--- src/rtl/status_latch_bank.sv ---
`timescale 1ns/1ps
module status_latch_bank #(
  parameter int NB = 8,
  parameter int NC = 4,
  parameter int TIMEOUT = 16,
  parameter logic [2*NB-1:0] KIND = 16'hA540,
  parameter logic [NB-1:0] IRQ_EN = 8'b1100_1010
) (
  input  logic          clk,
  input  logic          rst_n,
  input  logic [NB-1:0] live,
  input  logic          rd_stb,
  input  logic          rd_sel,
  input  logic          wr_stb,
  input  logic [NC-1:0] wr_data,
  input  logic [NB-1:0] irq_mask,
  input  logic [NC-1:0] done,
  output logic [NB-1:0] rd_data,
  output logic          irq
);
  localparam int CW = $clog2(TIMEOUT + 1);

  logic [NB-1:0] val, lat;
  logic [NC-1:0] ctl;
  logic [CW-1:0] cnt [NC];
  logic          rel;

  assign rel = rd_stb && !rd_sel;

  for (genvar i = 0; i < NB; i++) begin : g_stat
    localparam logic [1:0] K = KIND[2*i +: 2];
    logic ev;
    assign ev = (K == 2'd0) ? ~live[i] :
                (K == 2'd1) ?  live[i] : (live[i] ^ val[i]);
    always_ff @(posedge clk or negedge rst_n) begin
      if (!rst_n) begin
        val[i] <= (K == 2'd0);
        lat[i] <= 1'b0;
      end else if (!lat[i] || rel) begin
        val[i] <= live[i];
        lat[i] <= ev;
      end
    end
  end

  for (genvar j = 0; j < NC; j++) begin : g_ctl
    always_ff @(posedge clk or negedge rst_n) begin
      if (!rst_n) begin
        ctl[j] <= 1'b0;
        cnt[j] <= '0;
      end else if (wr_stb) begin
        ctl[j] <= wr_data[j];
        cnt[j] <= '0;
      end else if (ctl[j]) begin
        if (done[j] || cnt[j] == CW'(TIMEOUT - 1)) begin
          ctl[j] <= 1'b0;
          cnt[j] <= '0;
        end else begin
          cnt[j] <= cnt[j] + 1'b1;
        end
      end
    end
  end

  assign rd_data = rd_sel ? NB'(ctl) : val;
  assign irq = |(lat & IRQ_EN & ~irq_mask);
endmodule


--- config.mk ---
export PLATFORM = sky130hd
export DESIGN_NAME = status_latch_bank
export DESIGN_NICKNAME = d
export VERILOG_FILES = /design/src/rtl/status_latch_bank.sv
export SDC_FILE = /design/constraint.sdc
export NUM_CORES = 1
export LEC_CHECK = 0
export ABC_CLOCK_PERIOD_IN_PS = 2600
export CAP_MARGIN = 40
export CORE_MARGIN = 2
export CORE_UTILIZATION = 55
export CTS_BUF_LIST = sky130_fd_sc_hd__clkbuf_4
export CTS_CLUSTER_SIZE = 8
export DETAILED_ROUTE_END_ITERATION = 6
export DONT_BUFFER_PORTS = 1
export PLACE_DENSITY = 0.7
export SLEW_MARGIN = 20
export SYNTH_ARGS = -nofsm -noshare
export SYNTH_HDL_FRONTEND = slang
export SYNTH_SLANG_ARGS = --single-unit
--- constraint.sdc ---
create_clock -name clk -period 2.6 [get_ports clk]
set_input_delay 0.26 -clock clk [delete_from_list [all_inputs] [get_ports clk]]
set_output_delay 0.26 -clock clk [all_outputs]
set_load 0.005 [all_outputs]
# After elaboration in Yosys (flattened, before gate mapping)
# Cells that the tools add are included.
# W data, S select, Z words.
[totals] regBits=37 wordCells=88 out_inout_bits=9 inputBits=29
[op_classes] eq_ne=4 n_mux=25 reduce_logical=27 bitwise=7 n_addsub=4
[ops] op="$mux W5" n=12
[ops] op="$add A5 B1 Y5 const B" n=4
[ops] op="$eq A5 B4 Y1 const B" n=4
[ops] op="$logic_or A1 B1 Y1" n=12
[ops] op="$mux W1" n=12
[ops] op="$logic_not A1 Y1" n=9
[ops] op="$and A8 B8 Y8" n=1
[ops] op="$mux W8" n=1
[ops] op="$not A8 Y8" n=1
[ops] op="$reduce_bool A2 Y1" n=4
[ops] op="$reduce_or A8 Y1" n=1
[ops] op="$not A1 Y1" n=3
[ops] op="$xor A1 B1 Y1" n=2
[ops] op="$logic_and A1 B1 Y1" n=1

# Depth between registers and ports, before layout
[depth] word_depth=5 depth_mapped=6

# Worst setup path before layout
# No wires, ideal clock.
[synth_timing] kind="register to register" startpoint="register cnt[5] (netlist bit)" endpoint="register cnt[7] (netlist bit)" stages_incl_launch_ff=7 t_arrival_ns=1.863 t_required_ns=2.522 setup_slack_ns=0.659 synth_period_minus_slack_ns=1.941 path_buffers=0 path_cell_list="dfrtp_1 > ha_1 > and3_1 > ha_1 > or3b_1 > or3b_1 > a21oi_1"
[synth_between] elab_chain_len=5 elab_cells_between_ends=6
[synth_rtl] element="start, declared" line_no="25" source="logic [CW-1:0] cnt [NC];"
[synth_rtl] element="start signal, assigned by index" line_no="59" source="cnt[j] <= cnt[j] + 1'b1;"
[synth_rtl] element="parallel branches: the longest is 2 deep, another holds $add A5 B1 Y5"
[synth_rtl] element="$mux W5 (*)" line_no="55" source="if (done[j] || cnt[j] == CW'(TIMEOUT - 1)) begin"
[synth_rtl] element="$mux W5 (*)" line_no="54" source="end else if (ctl[j]) begin"
[synth_rtl] element="$mux W5 (*)" line_no="51" source="end else if (wr_stb) begin"
# Mark *: on every way between the ends. The select of a mux whose other input is x is not followed.
# A chain may end at the register's enable or synchronous reset.

# Worst setup path in the final report
# Ends and elaborated chain as after synthesis.

==> flow_summary.toml <==
[power_and_ir_drop]
ir_worst_vdd_uv = 437
cellPowerDensity_nw_per_um2 = 582
p_leak_uw = 0.000935

[clock_network]
ctsRootBufferMaster = "clkbuf_4"
cts_sinks = 37
clk_pin_slew_ns = 0.11
numCtsBuffers = 5
htreeDepth = 2
cts_tree = "done"
clockBufferDepth = 2
clock_latency_ns = 0.34

[placement]
dp_cells = 224
gp_congestion = 0.804
dp_hpwl_mm = 2.34
numPortBuffers = 0

[layout]
final_common_cell = "dfrtp_1"
fin_util_pct = 62.6
multi_input_area_um2 = 855
drive_above_1_share_pct = 11.3
antenna_cells = 0
area.growth.synth_to_final_pct = 10.6
layout.nets = 230
ff_latch_area_um2 = 930
layout_common_cells = "dfrtp_1, nand2_1, nor2_1, a21oi_1, nand3_1"
finalNonFillerCells = 240
nFillCells = 303

[floorplan]
top_level_ports = 38
core_area_um2 = 3280
initial_utilization_pct = 56.6
dieArea_um2 = 3860
rows = 21
chipHeight_um = 62.1
die-width_um = 62.1

[worst_setup_path]
critPathMaxFanout = 4
crit_path_end_kind = "flop"
path_class = "reg2reg"
arrival_ns = 2.34
cp.required_ns = 2.87
start_kind = "flop"

[global_routing]
use_met3_pct = 7.07
grt_pass1_wl_mm = 5.93
use_met2_pct = 33.6
grt_pass1_vias = 1382
grt_use_met1_pct = 23.0
antenna_found_initial = 0
grt-ovfl-total = 0
grtUsageTotal_pct = 19.6
grt_max_degree = 38
top_usage_layer = "met2"

[yosys]
synthCells = 186
ys_seq_area_share_pct = 50.0
yosys_warnings = 0
synth_nets = 223
yosys.cell_types.count = 29
synth.avg_cell_area_um2 = 9.99
syn_area_um2 = 1860
ys_ff_latch = 37

[hold_path]
hold_path.class = "in2reg"

[timing]
slew_viol_final = 0
post-route-period-util_pct = 79.5
setup_viol = 0
whs_ns = 0.0171
rsz0062_at_grt = "false"
min_period_ns = 2.07
tightest_slew_ns = 0.315
hold_viol = 0
fin_tns_setup_ns = 0
relSlewSlack_pct = 79.0
fmax_mhz = 484
skew_ns = 0.00802

[detailed_routing]
wirelength_mm = 3.48
first_pass_iters = 4
wire_per_inst_um = 14.5
final_antenna_net_count = 0
first_iter_violations = 74
drc = 0
viasPerCell = 5.58
via_count = 1340

[run]
maxCapViolations = 0

[status]
outcome = "completed"
[synth_stat cells]
| cell | number | area (µm²) |
|---|---|---|
| dfrtp_1 | 34 | 851 |
| nand2_1 | 14 | 52.6 |
| a21oi_1 | 12 | 60.1 |
| nor2_1 | 12 | 45.0 |
| nand3_1 | 11 | 55.1 |
| inv_1 | 10 | 37.5 |
| nor2b_1 | 10 | 62.6 |
| o21ai_0 | 10 | 50.1 |
| mux2_2 | 9 | 101 |
| ha_1 | 8 | 100 |
| nand2b_1 | 7 | 43.8 |
| or3b_1 | 6 | 52.6 |
| a31oi_1 | 4 | 25.0 |
| and3_1 | 4 | 25.0 |
| clkbuf_1 | 4 | 15.0 |
| mux2i_1 | 4 | 40.0 |
| nor3_1 | 4 | 20.0 |
| or3_1 | 4 | 25.0 |
| a21o_1 | 3 | 22.5 |
| dfstp_2 | 3 | 78.8 |
| and3b_1 | 2 | 17.5 |
| buf_2 | 2 | 10.0 |
| o31ai_1 | 2 | 15.0 |
| xnor2_1 | 2 | 17.5 |
| a22oi_1 | 1 | 7.51 |
| and2b_1 | 1 | 7.51 |
| buf_1 | 1 | 3.75 |
| buf_4 | 1 | 7.51 |
| o221ai_1 | 1 | 8.76 |
[routing by layer]
metal / vias to the layer above / routed length, µm / part of all wire [%]
met5: - / 0 / 0
met4: 0 / 68 / 2.0
met3: 8 / 196 / 5.6
met2: 32 / 1690 / 48
met1: 643 / 1530 / 44
li1: 657 / - / -
[path summary, 6_finish.rpt]
check / slack [ns] / from / cells past startpoint / to
worst max-delay path: 0.53 / cnt[5]$_DFFE_PN0P_ / 6 / cnt[7]$_DFFE_PN0P_
worst min-delay path: 0.02 / wr_stb / 1 / ctl[2]$_DFF_PN0_
worst max register to register: 0.53 / cnt[5]$_DFFE_PN0P_ / 6 / cnt[7]$_DFFE_PN0P_
worst min register to register: 0.47 / val[0]$_DFFE_PN1P_ / 2 / val[0]$_DFFE_PN1P_
max in group asynchronous: 2.00 / rst_n / 2 / val[1]$_DFFE_PN1P_
min in group asynchronous: 0.35 / rst_n / 2 / cnt[13]$_DFFE_PN0P_
[through the flow]
step                      worst slack (ns)  cell area, µm²  total power (µW)
final                                0.532            2050              1190
after detailed placement             0.536            1880               775
after floorplan                      0.659            1860               762
after global placement               0.597            1880               769
after CTS                            0.508            2030              1210
after global routing                 0.425            2050              1260
[cells by family (layout without fill, tap and decap cells)]
group,Yosys count,after routing,share of synthesized area (%)
multiplexers,13,13,7.61
buffers and inverters,18,26,3.97
AND/OR/NAND/NOR,75,75,21.9
XOR/XNOR,2,2,0.943
flip-flops,37,37,50.0
AO/OA/AOI/OAI,33,33,10.2
adder cells (fa/ha/maj),8,8,5.39
[power breakdown]
| group | total (µW) | internal (µW) | switching, µW |
|---|---|---|---|
| registers | 660 | 623 | 37.0 |
| clock network | 403 | 215 | 188 |
| logic | 132 | 70.8 | 61.0 |
| total | 1190 | 909 | 286 |
[critical path, cell delays in order, from the launching register on]
cell and delay, ns:
dfrtp_1 0.42, ha_1 0.22, and3_1 0.19, ha_1 0.21, or3b_1 0.43, or3b_1 0.39, a21oi_1 0.14
[final cells by class]
| class | instances | share of cell area [%] |
|---|---|---|
| flip-flops and latches | 37 | 45.2 |
| clock inverters | 2 | 1.89 |
| clock buffers | 6 | 2.19 |
| multi-input cells | 131 | 41.6 |
| repair buffers | 8 | 4.45 |
| inverters | 10 | 1.83 |
| well taps | 46 | 2.80 |
[flip-flops by register name (all words and copies together) (netlist names)]
register	flops
ctl	4
cnt	20
lat	8
val	5
[timing repair]
| item | 4_1_cts | 5_1_grt |
|---|---|---|
| gates resized for setup | 0 | 0 |
| buffers inserted | 0 | 0 |
| hold endpoints to repair | 61 | 2 |
| hold buffers | 6 | 1 |
No activity file was read; power rests on OpenSTA's default activity.
